## config.mk

```make
export PLATFORM = sky130hd
export DESIGN_NAME = acc_core
export DESIGN_NICKNAME = d
export VERILOG_FILES = /design/src/rtl/acc_pkg.sv /design/src/rtl/acc_dpath.sv /design/src/rtl/acc_ctrl.sv /design/src/rtl/acc_core.sv
export SDC_FILE = /design/constraint.sdc
export NUM_CORES = 1
export LEC_CHECK = 0
export BUFFER_PORTS_ARGS = -buffer_cell sky130_fd_sc_hd__buf_2
export CAP_MARGIN = 20
export CORE_UTILIZATION = 30
export DETAILED_ROUTE_END_ITERATION = 12
export MAX_ROUTING_LAYER = met4
export PLACE_DENSITY_LB_ADDON = 0.2
export SYNTH_ARGS = -nofsm -noshare
export SYNTH_HDL_FRONTEND = slang
export SYNTH_SLANG_ARGS = --single-unit
```

## constraint.sdc

```tcl
create_clock -name clk -period 5.12 [get_ports clk]
set_input_delay 0.768 -clock clk [delete_from_list [all_inputs] [get_ports clk]]
set_output_delay 0.768 -clock clk [all_outputs]
set_load 0.02 [all_outputs]
```

## src/rtl/acc_pkg.sv

```systemverilog
package acc_pkg;
  localparam int ADDR_W = 12;
  localparam int DATA_W = 16;
  localparam int CHAR_W = 8;
  localparam int OP_W   = 3;

  localparam logic [OP_W-1:0] OP_AND = 3'd0;
  localparam logic [OP_W-1:0] OP_ADD = 3'd1;
  localparam logic [OP_W-1:0] OP_LDA = 3'd2;
  localparam logic [OP_W-1:0] OP_STA = 3'd3;
  localparam logic [OP_W-1:0] OP_BUN = 3'd4;
  localparam logic [OP_W-1:0] OP_BSA = 3'd5;
  localparam logic [OP_W-1:0] OP_ISZ = 3'd6;
  localparam logic [OP_W-1:0] OP_REG = 3'd7;

  typedef enum logic [3:0] {
    S_FETCH, S_DECODE, S_IND, S_INDLD, S_OPRD, S_EXMEM, S_EXREG, S_INTR, S_HALT
  } state_e;

  typedef enum logic [1:0] { A_PC, A_AR, A_ZERO } addrSel_e;
  typedef enum logic [1:0] { W_AC, W_PC, W_INC } wdSel_e;

  typedef struct packed {
    logic     irLoad;
    logic     arFromRd;
    logic     execMem;
    logic     execReg;
    logic     vecLoad;
    logic     inpLoad;
    logic     outLoad;
    logic     ioSkip;
    addrSel_e addrSel;
    wdSel_e   wdSel;
  } strobe_t;
endpackage

```

## src/rtl/acc_dpath.sv

```systemverilog
module acc_dpath
  import acc_pkg::*;
(
  input  logic              clk,
  input  logic              rstN,
  input  strobe_t           st,
  input  logic [DATA_W-1:0] memRdata,
  input  logic [CHAR_W-1:0] inData,
  input  logic              inLoad,
  output logic [ADDR_W-1:0] memAddr,
  output logic [DATA_W-1:0] memWdata,
  output logic [DATA_W-1:0] irQ,
  output logic [ADDR_W-1:0] pcQ,
  output logic [DATA_W-1:0] acQ,
  output logic              eQ,
  output logic [CHAR_W-1:0] outData
);
  localparam int PAD_W = DATA_W - ADDR_W;

  logic [ADDR_W-1:0] arQ;
  logic [CHAR_W-1:0] inBufQ;
  logic [DATA_W-1:0] rdInc;
  logic [DATA_W:0]   sum;
  logic [OP_W-1:0]   op;

  assign op    = irQ[14:12];
  assign rdInc = memRdata + {{(DATA_W-1){1'b0}}, 1'b1};
  assign sum   = {1'b0, acQ} + {1'b0, memRdata};

  // register-reference micro-operations applied in a fixed order
  logic [DATA_W-1:0] rAc;
  logic              rE;
  logic              rSkip;
  always_comb begin
    rAc = acQ;
    rE  = eQ;
    if (irQ[11]) rAc = '0;
    if (irQ[10]) rE  = 1'b0;
    if (irQ[9])  rAc = ~rAc;
    if (irQ[8])  rE  = ~rE;
    if (irQ[7])  {rAc, rE} = {rE, rAc};
    if (irQ[6])  {rE, rAc} = {rAc, rE};
    if (irQ[5])  rAc = rAc + {{(DATA_W-1){1'b0}}, 1'b1};
    rSkip = (irQ[4] && !acQ[DATA_W-1]) || (irQ[3] && acQ[DATA_W-1]) ||
            (irQ[2] && (acQ == '0))    || (irQ[1] && !eQ);
  end

  always_comb begin
    unique case (st.addrSel)
      A_AR:    memAddr = arQ;
      A_ZERO:  memAddr = '0;
      default: memAddr = pcQ;
    endcase
    unique case (st.wdSel)
      W_PC:    memWdata = {{PAD_W{1'b0}}, pcQ};
      W_INC:   memWdata = rdInc;
      default: memWdata = acQ;
    endcase
  end

  always_ff @(posedge clk) begin
    if (!rstN) begin
      pcQ     <= '0;
      arQ     <= '0;
      irQ     <= '0;
      acQ     <= '0;
      eQ      <= 1'b0;
      inBufQ  <= '0;
      outData <= '0;
    end else begin
      if (inLoad) inBufQ <= inData;
      if (st.irLoad) begin
        irQ <= memRdata;
        arQ <= memRdata[ADDR_W-1:0];
        pcQ <= pcQ + 1'b1;
      end
      if (st.arFromRd) arQ <= memRdata[ADDR_W-1:0];
      if (st.vecLoad)  pcQ <= {{(ADDR_W-1){1'b0}}, 1'b1};
      if (st.ioSkip)   pcQ <= pcQ + 1'b1;
      if (st.inpLoad)  acQ[CHAR_W-1:0] <= inBufQ;
      if (st.outLoad)  outData <= acQ[CHAR_W-1:0];
      if (st.execReg) begin
        acQ <= rAc;
        eQ  <= rE;
        if (rSkip) pcQ <= pcQ + 1'b1;
      end
      if (st.execMem) begin
        unique case (op)
          OP_AND: acQ <= acQ & memRdata;
          OP_ADD: {eQ, acQ} <= sum;
          OP_LDA: acQ <= memRdata;
          OP_BUN: pcQ <= arQ;
          OP_BSA: pcQ <= arQ + 1'b1;
          OP_ISZ: if (rdInc == '0) pcQ <= pcQ + 1'b1;
          default: ;
        endcase
      end
    end
  end


  cir_ring_chk: assert property (@(posedge clk) disable iff (!rstN)
    (st.execReg && irQ == 16'h7080) |=>
      ({eQ, acQ} == {$past(acQ[0]), $past(eQ), $past(acQ[DATA_W-1:1])}));


  add_carry_chk: assert property (@(posedge clk) disable iff (!rstN)
    (st.execMem && op == OP_ADD) |=>
      ({eQ, acQ} == ($past({1'b0, acQ}) + $past({1'b0, memRdata}))));


  vec_pc_chk: assert property (@(posedge clk) disable iff (!rstN)
    st.vecLoad |=> (pcQ == {{(ADDR_W-1){1'b0}}, 1'b1}));
endmodule

```

## src/rtl/acc_ctrl.sv

```systemverilog
module acc_ctrl
  import acc_pkg::*;
(
  input  logic              clk,
  input  logic              rstN,
  input  logic [DATA_W-1:0] memRdata,
  input  logic [DATA_W-1:0] irQ,
  input  logic              inLoad,
  input  logic              outAck,
  output strobe_t           st,
  output logic              memWe,
  output logic              outValid,
  output logic              ienQ,
  output logic              halted
);
  state_e stateQ, stateD;
  logic   inFlagQ, outFlagQ;
  logic   clrIn, clrOut, ienSet, ienClr;
  logic   intReq;

  assign intReq = ienQ && (inFlagQ || outFlagQ);
  assign halted = (stateQ == S_HALT);

  always_comb begin
    st     = '0;
    st.addrSel = A_PC;
    st.wdSel   = W_AC;
    memWe  = 1'b0;
    clrIn  = 1'b0;
    clrOut = 1'b0;
    ienSet = 1'b0;
    ienClr = 1'b0;
    stateD = stateQ;
    unique case (stateQ)
      S_FETCH: begin
        if (intReq) stateD = S_INTR;
        else        stateD = S_DECODE;
      end
      S_DECODE: begin
        st.irLoad = 1'b1;
        if (memRdata[14:12] == OP_REG) stateD = S_EXREG;
        else if (memRdata[15])         stateD = S_IND;
        else                           stateD = S_OPRD;
      end
      S_IND: begin
        st.addrSel = A_AR;
        stateD     = S_INDLD;
      end
      S_INDLD: begin
        st.arFromRd = 1'b1;
        stateD      = S_OPRD;
      end
      S_OPRD: begin
        st.addrSel = A_AR;
        stateD     = S_EXMEM;
      end
      S_EXMEM: begin
        st.execMem = 1'b1;
        st.addrSel = A_AR;
        unique case (irQ[14:12])
          OP_STA: begin memWe = 1'b1; st.wdSel = W_AC;  end
          OP_BSA: begin memWe = 1'b1; st.wdSel = W_PC;  end
          OP_ISZ: begin memWe = 1'b1; st.wdSel = W_INC; end
          default: ;
        endcase
        stateD = S_FETCH;
      end
      S_EXREG: begin
        stateD = S_FETCH;
        if (!irQ[15]) begin
          st.execReg = 1'b1;
          if (irQ[0]) stateD = S_HALT;
        end else begin
          if (irQ[11]) begin st.inpLoad = 1'b1; clrIn  = 1'b1; end
          if (irQ[10]) begin st.outLoad = 1'b1; clrOut = 1'b1; end
          st.ioSkip = (irQ[9] && inFlagQ) || (irQ[8] && outFlagQ);
          ienSet = irQ[7];
          ienClr = irQ[6];
        end
      end
      S_INTR: begin
        st.addrSel = A_ZERO;
        st.wdSel   = W_PC;
        memWe      = 1'b1;
        st.vecLoad = 1'b1;
        ienClr     = 1'b1;
        stateD     = S_FETCH;
      end
      default: stateD = S_HALT;
    endcase
  end

  always_ff @(posedge clk) begin
    if (!rstN) begin
      stateQ   <= S_FETCH;
      ienQ     <= 1'b0;
      inFlagQ  <= 1'b0;
      outFlagQ <= 1'b1;
      outValid <= 1'b0;
    end else begin
      stateQ   <= stateD;
      outValid <= st.outLoad;
      if (ienClr)      ienQ <= 1'b0;
      else if (ienSet) ienQ <= 1'b1;
      if (inLoad)      inFlagQ <= 1'b1;
      else if (clrIn)  inFlagQ <= 1'b0;
      if (outAck)      outFlagQ <= 1'b1;
      else if (clrOut) outFlagQ <= 1'b0;
    end
  end


  halt_sticky_chk: assert property (@(posedge clk) disable iff (!rstN)
    halted |=> (halted && !memWe));


  int_entry_chk: assert property (@(posedge clk) disable iff (!rstN)
    (stateQ == S_INTR) |=> (!ienQ && stateQ == S_FETCH));


  ien_rise_chk: assert property (@(posedge clk) disable iff (!rstN)
    $rose(ienQ) |-> $past(stateQ == S_EXREG && irQ[15] && irQ[7]));


  write_once_chk: assert property (@(posedge clk) disable iff (!rstN)
    memWe |=> !memWe);
endmodule

```

## src/rtl/acc_core.sv

```systemverilog
module acc_core
  import acc_pkg::*;
(
  input  logic              clk,
  input  logic              rstN,
  output logic [ADDR_W-1:0] memAddr,
  output logic [DATA_W-1:0] memWdata,
  output logic              memWe,
  input  logic [DATA_W-1:0] memRdata,
  input  logic [CHAR_W-1:0] inData,
  input  logic              inLoad,
  output logic [CHAR_W-1:0] outData,
  output logic              outValid,
  input  logic              outAck,
  output logic [ADDR_W-1:0] pcValue,
  output logic [DATA_W-1:0] acValue,
  output logic              eValue,
  output logic              ienValue,
  output logic              halted
);
  strobe_t           st;
  logic [DATA_W-1:0] irQ;

  acc_ctrl ctrl_i (
    .clk      (clk),
    .rstN     (rstN),
    .memRdata (memRdata),
    .irQ      (irQ),
    .inLoad   (inLoad),
    .outAck   (outAck),
    .st       (st),
    .memWe    (memWe),
    .outValid (outValid),
    .ienQ     (ienValue),
    .halted   (halted)
  );

  acc_dpath dpath_i (
    .clk      (clk),
    .rstN     (rstN),
    .st       (st),
    .memRdata (memRdata),
    .inData   (inData),
    .inLoad   (inLoad),
    .memAddr  (memAddr),
    .memWdata (memWdata),
    .irQ      (irQ),
    .pcQ      (pcValue),
    .acQ      (acValue),
    .eQ       (eValue),
    .outData  (outData)
  );
endmodule

```

==> summary.md, run 1 <==
| Metric | Value |
|---|---|
| Status | completed |
| Hold Fails Final Rpt | 0 |
| Boundary Pins | 97 |
| Core Rows | 57 |
| Area contributors post-synth | dfxtp_1 (22%), nand2_1 (8.1%), a21oi_1 (6.5%) |
| Vias in the first global route | 7617 |
| RD Place Congestion | 0.865 |
| Number of port buffers | 96 |
| Leak | 3.24 nW |
| Total power draw | 0.00191 W |
| Via density | 5.65 |
| Critical path type | flip-flop to output pin |
| R2R depth | 8 |
| WP data arrival | 3.81 ns |
| Final wirelength | 28.9 mm |
| Die Y | 160 µm |
| Worst Max-Slew Pin Slew | 1.02 ns |
| Cts repair resizes | 0 |
| Syn Nets | 1115 |
| DR WL/cell | 20.2 µm |
| Latest clock arrival within the worst-skew pair | 0.36 ns |
| Synthesized instance count | 1063 |
| Startpoint types | flip-flop |
| Worst Setup End Kind | output pin |
| CP dominant cell by count | o21ai_0 |
| Ys flop type | dfxtp_1 |
| Via count | 8070 |
| Post-DRT Antenna Nets | 0 |
| Initial Util | 30.6% |
| Final HPWL DP | 21.0 mm |
| Layout cells sized above 1 | 14.2% |
| Synth async-reset ratio | 0% |
| First drt pass iteration count | 5 |
| Final setup fails | 0 |
| Post-route non-filler standard cell count | 1429 |
| Post-synth EDFFs | 0 |
| Synth Cell Area | 7450 µm² |
| Most frequent cells after synthesis | nand2_1 (161), a21oi_1 (97), o21ai_0 (92), dfxtp_1 (81), nor2_1 (81) |
| Clock Tree Buf Depth | 2 |
| Power per standard cell area | 227 nW/µm² |
| Highest clock rate | 0.218 GHz |
| Largest net degree at the start of global routing | 56 |
| Final net count | 1152 |
| Tcrit/Tclk final | 89.5% |
| Layout area overhead | 12.7% |
| Setup slack, reg-to-reg | 1.66 ns |
| Root Driver | clkbuf_16 |
| VDD IR-drop max | 156 µV |
| Gr usage total | 23.0% |
| Initial antenna violation count | 0 |
| Final Skew | 0.0107 ns |
| Relative slew slack | 31.6% |
| Fin. max-slew vios | 0 |
| Yosys top cell area share | 21.8% |
| Min cycle time layout | 4.58 ns |
| CORE AREA | 24300 µm² |
| GRT overflow | 0 |
| Hold Buf Count CTS | 0 |
| Post-synthesis cell type count | 80 |
| HP Class | flip-flop to flip-flop |
| Sink Count | 81 |
| Die area | 25500 µm² |
| Total CTS buffers | 9 |
| Die Wd | 160 µm |
| Avg Inst Size Synth | 7.01 µm² |
| Post-synth top area cell | dfxtp_1 |
| First-iteration detailed-routing DRC count | 559 |
| Cells after DPL | 1413 |
| Setup_tns | 0 ns |
| Slowest cell on the critical path | dfxtp_1 |
| Synthesis warning total | 0 |
| Post-CTS setup buffer count | 0 |
| Register bit count reported by yosys | 81 |
| Crit-path cells | nand2_1 -> nor2_1 -> clkinv_1 -> o21ai_0 -> ha_1 -> o21ai_0 -> buf_2 |
| H-tree levels | 3 |
| Sequential element share of the synthesized area | 21.8% |
| Antenna fix cells | 0 |
| Clock transition at path regs | 0.06 ns |
| Remaining DRCs | 0 |
| CP required | 4.35 ns |
| RSZ-0062 raised after global routing | no |
| First-pass GRT wire length | 44.0 mm |
| Slowest stage delay, CP | 0.73 ns |
| CTS tree | built |
| Most common cell in the netlist | nand2_1 |
| WHS Path Cells | 2 |
| Max-cap violations | 0 |
| Crit path max fanout | 30 |
path summary, 6_finish.rpt:
kind	from	endpoint
max	ctrl_i.stateQ[2]	memWdata[0]
min	dpath_i.irQ[2]	dpath_i.irQ[2]
max reg2reg	dpath_i.irQ[11]	dpath_i.acQ[11]
min reg2reg	dpath_i.irQ[2]	dpath_i.irQ[2]
worst max-delay path, delay by kind of cell, from the launching register on:
| family | cells | cell delay [ns] |
|---|---|---|
| fa+ha+maj | 1 | 0.70 |
| compound gates | 2 | 0.56 |
| simple gates | 2 | 0.78 |
| flops | 1 | 0.73 |
| buf+inv | 2 | 0.67 |
kinds of logic after synthesis:
| kind of cell | count (synthesis) | share of synthesized area [%] |
|---|---|---|
| and+or+nand+nor | 416 | 27.0 |
| AOI/OAI and AO/OA | 311 | 25.5 |
| buffers and inverters | 111 | 6.15 |
| DFF | 81 | 21.8 |
| xor gates and xnor gates | 66 | 7.76 |
| muxes | 54 | 7.73 |
| adders and majority gates | 24 | 4.13 |
per-stage QoR:
stage                     area, µm²  util (%)  hold slack (ns)  setup slack, ns
after floorplan                7450         -            0.432             1.77
after global placement         8110      33.4            0.440             1.15
after detailed placement       8110      33.4            0.445             1.03
after CTS                      8400      34.5            0.455            0.627
after global routing           8400      34.5            0.476            0.241
final                          8400      34.5            0.455            0.540
cells in the final DEF, fill, tap and decap left out, types with 7 or more instances in the layout:
cell type / instances
o21a_1: 7
a21oi_1: 97
nand4_1: 12
nor2b_1: 12
nor2_1: 81
o21ai_1: 9
nor4_1: 14
nor3_1: 24
a211oi_1: 14
nand2_1: 161
dfxtp_1: 81
buf_2: 96
xor2_1: 21
ha_1: 23
buf_4: 17
a21o_1: 7
nand2b_1: 7
a22oi_1: 9
nand3_1: 44
o21ai_0: 92
a31oi_1: 12
mux2i_1: 44
inv_1: 21
mux2_2: 8
clkbuf_16: 9
and3_1: 12
xnor2_1: 45
report_power, final:
| group | internal (W) | switching [W] | total, W |
|---|---|---|---|
| Clock | 0.000338 | 0.000303 | 0.000641 |
| Combinational | 0.000191 | 0.000338 | 0.000529 |
| Sequential | 0.000663 | 0.0000765 | 0.000739 |
layer usage:
| metal | track usage [%] | up-vias | part of all wire (%) |
|---|---|---|---|
| met4 | 9.13 | 0 | 3.4 |
| met2 | 38.3 | 252 | 48 |
| met5 | - | - | 0 |
| met3 | 3.44 | 57 | 4.8 |
| li1 | - | 3902 | - |
| met1 | 27.8 | 3859 | 43 |
registers in the layout, summed over array words and instances, names as in the netlist:
signal and cells:
dpath_i.acQ 16, ctrl_i.ienQ 1, dpath_i.arQ 12, ctrl_i.stateQ 4, dpath_i.outData 8, dpath_i.irQ 16, ctrl_i.outValid 1, dpath_i.eQ 1
ctrl_i.outFlagQ 1, dpath_i.inBufQ 8, dpath_i.pcQ 12, ctrl_i.inFlagQ 1
layout make-up:
| class | instances | area (µm²) |
|---|---|---|
| clock buffer | 9 | 225 |
| clock inverter | 7 | 58.8 |
| fill | 2665 | 15900 |
| inverter | 24 | 90.1 |
| multi-input combinational | 871 | 5390 |
| sequential | 81 | 1620 |
| tap | 324 | 405 |
| timing repair buffer | 113 | 608 |
Note: power is estimated with default switching activity, not from simulation.
==> inputs of run 2 (changes only) <==
--- a/config.mk
+++ b/config.mk
@@ -6,11 +6,10 @@
 export NUM_CORES = 1
 export LEC_CHECK = 0
 export BUFFER_PORTS_ARGS = -buffer_cell sky130_fd_sc_hd__buf_2
-export CAP_MARGIN = 20
 export CORE_UTILIZATION = 30
 export DETAILED_ROUTE_END_ITERATION = 12
 export MAX_ROUTING_LAYER = met4
-export PLACE_DENSITY_LB_ADDON = 0.2
+export PLACE_DENSITY = 0.49
 export SYNTH_ARGS = -nofsm -noshare
 export SYNTH_HDL_FRONTEND = slang
 export SYNTH_SLANG_ARGS = --single-unit
==> run 2 against run 1 <==
Net effect:
- worst hold slack gained 0.0014 ns
- non-clock buffer count shrank 1
- count of clock-buffer cells in the layout is the same
- register-to-register slack lost 0.03 ns
- critical path type unchanged
- via count shrank 0.76%
- sequential cell count is the same
- clock power grew 9.5%
==> summary.md, run 2 (synthesis results as in run 1) <==
| Metric | Value |
|---|---|
| VDD IR-drop max | 133 µV |
| Min cycle time layout | 4.54 ns |
| Internal power | 0.00124 W |
| Layout cells sized above 1 | 14.1% |
| Commonest non-fill, non-tap cell in the layout | nand2_1 |
| Placed cell area | 8110 µm² |
| H-tree levels | 3 |
| Regs by FF count | dpath_i.acQ x16, dpath_i.irQ x16 |
| Tcrit/Tclk final | 88.7% |
| Slowest cell on the critical path | ha_1 |
| Highest clock rate | 0.220 GHz |
| RSZ-0062 raised after global routing | no |
| Clock transition at path regs | 0.07 ns |
| Clock power frac | 35.7% |
| Hold worst-path end | dpath_i.irQ[2] |
| Via density | 5.60 |
| Sw Ratio | 36.9% |
| Die area | 25500 µm² |
| Via count | 8009 |
| Initial antenna violation count | 1 |
| Largest net degree at the start of global routing | 56 |
| Initial Util | 30.6% |
| Number of port buffers | 96 |
| Final net count | 1151 |
| CORE AREA | 24300 µm² |
| Most crowded layer after global routing | met2 |
| Critical path type | flip-flop to output pin |
| CTS tree | built |
| Power per standard cell area | 234 nW/µm² |
| Final HPWL DP | 21.1 mm |
| DR WL/cell | 20.2 µm |
| Worst Max-Slew Pin Slew | 0.914 ns |
| Die Y | 160 µm |
| RD Place Congestion | 0.865 |
| Post-CTS setup buffer count | 0 |
| CP required | 4.35 ns |
| Startpoint types | flip-flop |
| Sequential power share | 37.4% |
| Crit-path cells | nand2b_1 -> nor2_1 -> clkinv_1 -> o21ai_0 -> ha_1 -> nand2b_1 -> o21ai_0 -> buf_2 |
| Routing usage on met1 | 28.9% |
| Reg2reg start | dpath_i.acQ[1] |
| Total CTS buffers | 9 |
| Setup_tns | 0 ns |
| First-pass GRT wire length | 44.0 mm |
| Final Skew | 0.00877 ns |
| Remaining DRCs | 0 |
| Worst r2r dst | dpath_i.pcQ[5] |
| HP Class | flip-flop to flip-flop |
| Layout area overhead | 13.0% |
| R2R depth | 8 |
| Clock Tree Buf Depth | 2 |
| GRT overflow | 0 |
| Post-DRT Antenna Nets | 0 |
| Hold Startpoint | dpath_i.irQ[2] |
| Final instance area | 8420 µm² |
| Final setup fails | 0 |
| Status | completed |
| Sink Count | 81 |
| First-iteration detailed-routing DRC count | 600 |
| Final wirelength | 28.8 mm |
| Setup slack, reg-to-reg | 1.63 ns |
| GRT met2 Usage | 38.5% |
| Switching power | 0.000726 W |
| Root Driver | clkbuf_16 |
| Latest clock arrival within the worst-skew pair | 0.36 ns |
| Hold Buf Count CTS | 0 |
| Most frequent cells in the layout | nand2_1 (161), a21oi_1 (97), buf_2 (96) |
| Core Rows | 57 |
| Worst Setup End Kind | output pin |
| WP data arrival | 3.77 ns |
| Leak | 3.25 nW |
| Vias in the first global route | 7379 |
| Die Wd | 160 µm |
| First drt pass iteration count | 5 |
| Combinational power share | 26.9% |
| Max-cap violations | 0 |
| Boundary Pins | 97 |
| WHS Path Cells | 2 |
| Hold Fails Final Rpt | 0 |
| Fin. max-slew vios | 0 |
| Relative slew slack | 39.1% |
| Slowest stage delay, CP | 0.60 ns |
| Met3 Usage GRT | 2.79% |
| Crit path max fanout | 30 |
| Cts repair resizes | 0 |
| Gr usage total | 23.0% |
## run 2: cell count changes in the layout (fill, tap and decap cells not counted)
cell and delta:
inv_8 +1, clkinvlp_4 -1, inv_6 -2, bufinv_16 +1, buf_4 -1, clkinv_4 +1, diode_2 +1
## run 2: power groups by stage
stage          Combinational [W]  Clock [W]  Sequential (W)
6_report                0.000529   0.000702        0.000737
5_1_grt                 0.000579   0.000744        0.000744
4_1_cts                 0.000527   0.000722        0.000735
3_5_place_dp            0.000525          0        0.000750
3_3_place_gp            0.000524          0        0.000751
2_1_floorplan           0.000391          0        0.000717
## run 2: layout make-up
type	instances	area, µm²
Fill cell	2663	15900
Multi-Input combinational cell	871	5390
Sequential cell	81	1620
Timing Repair Buffer	112	601
Tap cell	324	405
Clock buffer	9	225
Inverter	24	90.1
Clock inverter	7	83.8
Antenna cell	1	2.50
## run 2: routing by layer
| metal | vias to the layer above | part of all wire, % | wire (µm) |
|---|---|---|---|
| li1 | 3909 | - | - |
| met3 | 28 | 4.4 | 1270 |
| met1 | 3841 | 45 | 12800 |
| met4 | 0 | 1.6 | 469 |
| met5 | - | 0 | 0 |
| met2 | 231 | 49 | 14200 |
## run 2: stage by stage
step	instances	utilization, %	hold slack, ns	power [W]	setup slack (ns)
2_1_floorplan	1063	-	0.432	0.00111	1.77
3_3_place_gp	1412	33.3	0.442	0.00128	1.14
3_5_place_dp	1412	33.3	0.447	0.00127	0.991
4_1_cts	1428	34.6	0.457	0.00198	0.609
5_1_grt	1429	34.6	0.474	0.00207	0.122
6_report	1429	34.6	0.457	0.00197	0.579
## run 2: worst max path at each step
| stage | endpoint | slack (ns) | startpoint |
|---|---|---|---|
| after floorplan | memWdata[10] | 1.77 | dpath_i.irQ[13] |
| after global placement | memWdata[15] | 1.14 | ctrl_i.stateQ[2] |
| after detailed placement | memWdata[15] | 0.99 | ctrl_i.stateQ[2] |
| after CTS | memWdata[15] | 0.61 | ctrl_i.stateQ[2] |
| after global routing | memWdata[12] | 0.12 | ctrl_i.stateQ[2] |
| final | memWdata[15] | 0.58 | ctrl_i.stateQ[0] |
## run 2: critical path, delay by kind of cell (launching register included)
kind | cells | cell delay [ns]
flops | 1 | 0.56
compound gates | 2 | 0.40
buf+inv | 2 | 0.58
simple gates | 3 | 1.28
fa+ha+maj | 1 | 0.60
